`src/rtl/bus_timeout_guard_pkg.sv`:
```
`timescale 1ns/1ps
package bus_timeout_guard_pkg;

  typedef enum logic [1:0] {
    PH_IDLE  = 2'd0,
    PH_ARMED = 2'd1,
    PH_SPENT = 2'd2
  } guard_phase_e;

  // Next value of the elapsed-clock count.
  function automatic int unsigned wd_step(input int unsigned cnt,
                                          input logic cyc,
                                          input logic start,
                                          input int unsigned limit);
    if (!cyc)          return 0;
    else if (start)    return 1;
    else if (cnt < limit) return cnt + 1;
    else               return cnt;
  endfunction

  function automatic logic wd_at_limit(input int unsigned cnt,
                                       input int unsigned limit);
    return (cnt == limit);
  endfunction

  // Phase transition of the error arming logic.
  function automatic guard_phase_e wd_phase(input guard_phase_e ph,
                                            input logic cyc,
                                            input logic start,
                                            input logic expire);
    if (!cyc)        return PH_IDLE;
    else if (start)  return PH_ARMED;
    else if (expire) return PH_SPENT;
    else             return ph;
  endfunction

endpackage

```
`src/rtl/bus_timeout_guard_edge.sv`:
```
`timescale 1ns/1ps
module bus_timeout_guard_edge (
  input  logic clk,
  input  logic rst_n,
  input  logic cyc,
  output logic start
);
  logic cyc_q;

  always_ff @(posedge clk) begin
    if (!rst_n) cyc_q <= 1'b0;
    else        cyc_q <= cyc;
  end

  assign start = cyc & ~cyc_q;
endmodule

```
`src/rtl/bus_timeout_guard_timer.sv`:
```
`timescale 1ns/1ps
module bus_timeout_guard_timer
  import bus_timeout_guard_pkg::*;
#(
  parameter int unsigned LIMIT = 1024,
  parameter int unsigned CW    = $clog2(LIMIT + 1)
) (
  input  logic          clk,
  input  logic          rst_n,
  input  logic          cyc,
  input  logic          start,
  output logic [CW-1:0] count,
  output logic          at_limit
);
  localparam int unsigned PADW = 32 - CW;

  logic [CW-1:0] count_q;
  int unsigned   count_wide;
  int unsigned   count_next;

  always_comb begin
    count_wide = {{PADW{1'b0}}, count_q};
    count_next = wd_step(count_wide, cyc, start, LIMIT);
  end

  always_ff @(posedge clk) begin
    if (!rst_n) count_q <= '0;
    else        count_q <= count_next[CW-1:0];
  end

  assign count    = count_q;
  assign at_limit = wd_at_limit(count_wide, LIMIT);
endmodule

```
`src/rtl/bus_timeout_guard_capture.sv`:
```
`timescale 1ns/1ps
module bus_timeout_guard_capture #(
  parameter int unsigned AW = 32
) (
  input  logic          clk,
  input  logic          rst_n,
  input  logic          cyc,
  input  logic          stb,
  input  logic [AW-1:0] addr,
  input  logic          expire,
  output logic [AW-1:0] fault_addr
);
  logic [AW-1:0] req_q;
  logic [AW-1:0] fault_q;
  logic          req_now;
  logic [AW-1:0] live_addr;

  assign req_now   = cyc & stb;
  assign live_addr = req_now ? addr : req_q;

  always_ff @(posedge clk) begin
    if (!rst_n) begin
      req_q   <= '0;
      fault_q <= '0;
    end else begin
      if (req_now) req_q   <= addr;
      if (expire)  fault_q <= live_addr;
    end
  end

  assign fault_addr = fault_q;
endmodule

```
`src/rtl/bus_timeout_guard.sv`:
```
`timescale 1ns/1ps
module bus_timeout_guard
  import bus_timeout_guard_pkg::*;
#(
  parameter int unsigned LIMIT = 1024,
  parameter int unsigned AW    = 32,
  localparam int unsigned CW   = $clog2(LIMIT + 1)
) (
  input  logic          clk,
  input  logic          rst_n,
  input  logic          bus_cyc,
  input  logic          bus_stb,
  input  logic          bus_ack,
  input  logic [AW-1:0] bus_addr,
  output logic          bus_err,
  output logic [AW-1:0] fault_addr
);
  // Named internal events, visible to the bound checker.
  logic          cyc_start;
  logic [CW-1:0] tick_count;
  logic          tick_at_limit;
  logic          expire;
  guard_phase_e  phase_q;
  logic          err_q;

  bus_timeout_guard_edge u_edge (
    .clk   (clk),
    .rst_n (rst_n),
    .cyc   (bus_cyc),
    .start (cyc_start)
  );

  bus_timeout_guard_timer #(.LIMIT(LIMIT), .CW(CW)) u_timer (
    .clk      (clk),
    .rst_n    (rst_n),
    .cyc      (bus_cyc),
    .start    (cyc_start),
    .count    (tick_count),
    .at_limit (tick_at_limit)
  );

  assign expire = bus_cyc & tick_at_limit & ~bus_ack & (phase_q == PH_ARMED);

  always_ff @(posedge clk) begin
    if (!rst_n) begin
      phase_q <= PH_IDLE;
      err_q   <= 1'b0;
    end else begin
      phase_q <= wd_phase(phase_q, bus_cyc, cyc_start, expire);
      err_q   <= expire;
    end
  end

  bus_timeout_guard_capture #(.AW(AW)) u_capture (
    .clk        (clk),
    .rst_n      (rst_n),
    .cyc        (bus_cyc),
    .stb        (bus_stb),
    .addr       (bus_addr),
    .expire     (expire),
    .fault_addr (fault_addr)
  );

  assign bus_err = err_q;
endmodule

```
`config.mk`:
```
export PLATFORM = sky130hd
export DESIGN_NAME = bus_timeout_guard
export DESIGN_NICKNAME = d
export VERILOG_FILES = /design/src/rtl/bus_timeout_guard_pkg.sv /design/src/rtl/bus_timeout_guard_edge.sv /design/src/rtl/bus_timeout_guard_timer.sv /design/src/rtl/bus_timeout_guard_capture.sv /design/src/rtl/bus_timeout_guard.sv
export SDC_FILE = /design/constraint.sdc
export NUM_CORES = 1
export LEC_CHECK = 0
export ABC_AREA = 1
export BUFFER_PORTS_ARGS = -buffer_cell sky130_fd_sc_hd__buf_4
export CORE_MARGIN = 10
export CORE_UTILIZATION = 40
export DETAILED_ROUTE_END_ITERATION = 8
export GPL_TIMING_DRIVEN = 0
export SLEW_MARGIN = 20
export SYNTH_ARGS = -nofsm -noshare
export SYNTH_HDL_FRONTEND = slang
export SYNTH_SLANG_ARGS = --single-unit
```
`constraint.sdc`:
```
create_clock -name clk -period 4.1 [get_ports clk]
set_clock_uncertainty 0.1 [all_clocks]
set_input_delay 1.23 -clock clk [delete_from_list [all_inputs] [get_ports clk]]
set_output_delay 1.23 -clock clk [all_outputs]
set_load 0.02 [all_outputs]
```
Yosys cells after proc, flatten, opt, wreduce, memory -nomap -nowiden
Index checks and enable logic that the tools add are counted.
- div/mod/pow operators: 0
- bitwise gates (word level): 9
- add/sub/neg operators: 1
- shifts and indexed selects: 0
- magnitude comparators: 1
- reductions and logical operators: 4
- $mul: 0
- mux-type cells: 5
- equal/unequal tests: 2
- operator list (cell ; number):
    $mux W32 ; 1
    $add A11 B1 Y11 const B ; 1
    $eq A11 B11 Y1 const B ; 1
    $lt A11 B11 Y1 const B ; 1
    $and A1 B1 Y1 ; 5
    $mux W1 ; 4
    $not A1 Y1 ; 4
    $reduce_bool A2 Y1 ; 2
    $reduce_or A3 Y1 ; 1
    $eq A2 B1 Y1 const B ; 1
    $reduce_and A2 Y1 ; 1
- output and inout port bits: 33
- RAM bits: 0
- memories: 0
- bits in latches: 0
- bits in read-only memories: 0
- bits of input ports: 37
- bits in registers: 79

Logic depth before layout (Yosys ltp)
- depth after elaboration: 6
- gate-level depth with buffers: 11

Cells and area by module
From an unflattened synthesis, not the netlist that was laid out.
- cells, all modules: 455
- area, all modules: 3452.1 um^2
- by module, submodules not included (module ; seq. area each (um^2) ; instances ; cells each ; area each (um^2)):
    bus_timeout_guard_capture ; 1281.2 ; 1 ; 346 ; 2707.6
    bus_timeout_guard_timer ; 220.2 ; 1 ; 86 ; 578.1
    bus_timeout_guard ; 60.1 ; 1 ; 18 ; 128.9
    bus_timeout_guard_edge ; 20.0 ; 1 ; 5 ; 37.5

Worst setup path after synthesis
No wires, ideal clock.
- path type: in2reg
- from: input port bus_ack
- to: register u_capture.fault_q[11], in the netlist u_capture.fault_addr[11]
- data arrival time: 1903 ps
- path buffers: 2
- cell stages on the path: 8
- setup time: 115 ps
- setup slack: 1982 ps
- path through: nor2_1 -> nand2_1 -> nor2_1 -> buf_4 -> buf_4 -> nand3_1 -> nand2_1 -> nor2_1
- cells in the longest elaborated chain, start to end: 3
- ends and longest elaborated chain (item ; RTL line ; text):
    start, declared ; bus_timeout_guard.sv:13 ; input logic bus_ack,
    $not A1 Y1 ; bus_timeout_guard.sv:42 ; assign expire = bus_cyc & tick_at_limit & ~bus_ack & (phase_q == PH_ARMED);
    $and A1 B1 Y1 (2 in series) ; bus_timeout_guard.sv:42 ;
    end signal, assigned ; bus_timeout_guard_capture.sv:27 ; if (expire) fault_q <= live_addr;
    end, declared ; bus_timeout_guard_capture.sv:14 ; logic [AW-1:0] fault_q;
Every way passes these cells.
A chain may end at the register's enable or synchronous reset.

Final worst setup path
- from: input port bus_cyc
- to: register u_capture.fault_q[30], in the netlist u_capture.fault_addr[30]
- cells in the longest elaborated chain, start to end: 3
- ends and longest elaborated chain (item ; RTL line ; text):
    start, declared ; bus_timeout_guard.sv:11 ; input logic bus_cyc,
    $and A1 B1 Y1 (3 in series) ; bus_timeout_guard.sv:42 ;
Parallel ways exist; a longest one is shown, timed or not.

==> flow_summary.toml <==
[clock_tree]
cts_hold_repair.buffers = 0
total_clock_buffers_created_by_cts = 9
cts_post_setup_buffers_inserted = 0
cts_sink_cnt = 79
cts-htree-levels = 3
cts_resized = 0
clk_pin_slew_worst_paths_ns = 0.08
cts_tree = "built"
clk_path_buf_depth = 2
clk_latency_ns = 0.33
cts_root_buffer = "sky130_fd_sc_hd__clkbuf_8"

[synth]
synth_seq_cells = 79
synth.top_cells.by_area = "sky130_fd_sc_hd__dfxtp_1 (49%), sky130_fd_sc_hd__nand2_1 (10%), sky130_fd_sc_hd__nor2_1 (9.1%)"
number_of_cells_produced_by_synthesis = 445
synth_sequential_area_ratio_pct = 49.2
netlist-cell-type-count = 20
syn_avg_cell_area_sq_um = 7.23
net_count_after_synthesis = 484
ys.warnings.count = 0
post-synth-top-area-fraction_pct = 49.2
netlist_area_sq_um = 3220
synth_top_cell_by_area = "sky130_fd_sc_hd__dfxtp_1"

[flow_run]
max-cap-violations = 0

[place]
post-place-ws_ns = 1.51
io_buffers = 68
finalWeightedCongestion = 0.780
detailed_place_hpwl_um = 5830
placedInstanceArea_sq_um = 3850

[floorplan]
floorplan.die_area_sq_um = 12000
initial_utilization_pct = 41.4
rows = 32
top_level_ports = 70
fp.coreArea_sq_um = 7770
die_h_um = 110
fp.dieW_um = 110

[finish]
nFillCells = 827
final_cell_mix = "sky130_fd_sc_hd__nand2_1 (87), sky130_fd_sc_hd__dfxtp_1 (79), sky130_fd_sc_hd__nor2_1 (78), sky130_fd_sc_hd__buf_4 (74), sky130_fd_sc_hd__inv_1 (47)"
final_layout_size_suffix_gt1_share_pct = 19.8
finalNetCount = 563
synthToLayoutAreaGrowth_pct = 25.8
fin_area_sq_um = 4040
diodes = 0
layout_commonest_cell = "sky130_fd_sc_hd__nand2_1"

[timing]
slew-limit-headroom_pct = 68.3
fin_setup_tns_ns = 0
rsz0062_at_grt = "false"
slew_viol_final = 0
worst_slack_ns = 1.86
timing.final.crit_share_pct = 54.7
fmax_ghz = 0.446
number_of_hold_violations_in_the_final_report = 0
finalWorstPathRequiredPeriod_ns = 2.24
timing.final.setup_violations = 0
worst-slew-pin-transition_ns = 0.475

[setup_path]
timing.critical_path.max_delay_family = "buffers and inverters"
timing.critical_path.buf_inv = 2
cp.required_ns = 4.27
worst-setup-path-type = "in2reg"
end_kind = "flop"
regToRegEndpoint = "u_capture.fault_addr[17]"
crit_arrival_ns = 2.41
worst-r2r-cell-count = 11
launch_point_of_the_worst_reg_to_reg_path = "u_timer.count[0]"
cp-startpoint = "bus_cyc"
worstSetupStartpointType = "input port"
worstPathCellList = "buf_4 > nand2_2 > clkbuf_1 > o21ai_0 > nand3_1 > nand2_1 > nor2_1"
r2r_setup_slack_ns = 2.46
critPathSlowestCell = "sky130_fd_sc_hd__clkbuf_1"
worst_path_largest_cell_delay_ns = 0.38
cp_max_fo = 10

[route]
initialDrtViolationCount = 82
detailedRoute.firstPassIterationCount = 4
postRouteAntennaNets = 0
detailroute.via_count = 2922
route.detailed.vias_per_inst = 4.63
drc = 0
wire_per_inst_um = 12.5
finalWirelength_um = 7880

[global_route]
grt_remaining_overflow = 0
grt_first_pass_wirelength_um = 13300
grt_antenna_before_repair = 0
maximum_number_of_pins_on_one_net_before_global_route_repair = 13
grt_pass1_vias = 2821
grt_use_total_pct = 13.7

[min_path]
min_path_type = "reg2reg"
number_of_cells_traversed_by_the_worst_hold_path = 2
hold-path-endpoint = "phase_q[1]"
min-delay-start = "phase_q[1]"

[power]
power_density_nw_per_um2 = 367
static-leakage-power_nw = 1.87
peakVddDrop_mv = 0.171

[run_status]
run_status = "completed"
[synthesized netlist by cell type]
master	instances
sky130_fd_sc_hd__buf_1	4
sky130_fd_sc_hd__nand3_1	38
sky130_fd_sc_hd__buf_6	6
sky130_fd_sc_hd__nor3_1	1
sky130_fd_sc_hd__xnor2_1	1
sky130_fd_sc_hd__buf_2	6
sky130_fd_sc_hd__a31oi_1	1
sky130_fd_sc_hd__ha_1	2
sky130_fd_sc_hd__nor2_2	3
sky130_fd_sc_hd__inv_1	47
sky130_fd_sc_hd__clkbuf_1	5
sky130_fd_sc_hd__o21ai_0	35
sky130_fd_sc_hd__buf_4	6
sky130_fd_sc_hd__a21oi_1	42
sky130_fd_sc_hd__dfxtp_1	79
sky130_fd_sc_hd__nand2_1	87
sky130_fd_sc_hd__inv_2	1
sky130_fd_sc_hd__nand2_2	1
sky130_fd_sc_hd__nor2_1	78
sky130_fd_sc_hd__nand4_1	2
[flip-flops by register name, summed over array words and instances (netlist names)]
signal,cells
u_timer.count,11
u_edge.cyc_q,1
u_capture.req_q,32
bus_err,1
u_capture.fault_addr,32
phase_q,2
[per-stage QoR]
stage	total power, W	util, %	hold WS [ns]	std cells
floorplan	0.000893	-	0.330	445
global placement	0.000941	49.6	0.341	615
detailed placement	0.000944	49.6	0.348	615
CTS	0.00150	52.1	0.360	631
global route	0.00156	52.1	0.389	631
finish	0.00148	52.1	0.356	631
[worst min-delay path, cell delays in order (launching register included)]
cell and delay [ns]:
sky130_fd_sc_hd__dfxtp_1 0.31, sky130_fd_sc_hd__inv_1 0.05, sky130_fd_sc_hd__a21oi_1 0.05
[area by class of cell]
cell class | count | area [sq um] | area share [%]
sequential | 79 | 1580 | 39.1
tap | 102 | 128 | 3.16
clock inverter | 4 | 45.0 | 1.11
clock buffer | 12 | 145 | 3.59
inverter | 48 | 180 | 4.46
buffer | 27 | 176 | 4.36
multi-input combinational | 291 | 1280 | 31.6
timing repair buffer | 68 | 510 | 12.6
[metal layers]
layer	GRT usage (%)	share of wire, %	wire length [um]	vias up
met2	21.6	46	3590	71
met1	17.8	48	3750	1296
met5	0	0	0	-
met3	3.39	6.3	496	4
li1	-	-	-	1551
met4	5.02	0.61	48	0
[where the power goes]
part | switching (W) | internal (W) | total (W) | leakage [nW]
Combinational | 0.0000757 | 0.0000533 | 0.000129 | 1.12
Clock | 0.000263 | 0.000296 | 0.000559 | 0.100
Sequential | 0.00000634 | 0.000789 | 0.000796 | 0.643
[cell families (layout without fill, tap and decap cells)]
group,count (synthesis),in the layout,share of synthesized area (%)
buffers and inverters,75,159,11.1
flip-flops,79,79,49.2
XOR/XNOR,1,1,0.272
AO/OA/AOI/OAI,78,78,12.2
AND/OR/NAND/NOR,210,210,26.5
adder cells (fa/ha/maj),2,2,0.778
[how the worst max path moves through the flow]
stage	to	slack (ns)	cells after the start
2_1_floorplan	u_capture.fault_addr[11]	1.98	8
3_3_place_gp	u_capture.fault_addr[30]	1.59	7
3_5_place_dp	u_capture.fault_addr[30]	1.51	7
4_1_cts	u_capture.fault_addr[30]	1.87	7
5_1_grt	u_capture.fault_addr[25]	1.75	7
6_report	u_capture.fault_addr[30]	1.86	7
No activity file was read; power rests on OpenSTA's default activity.
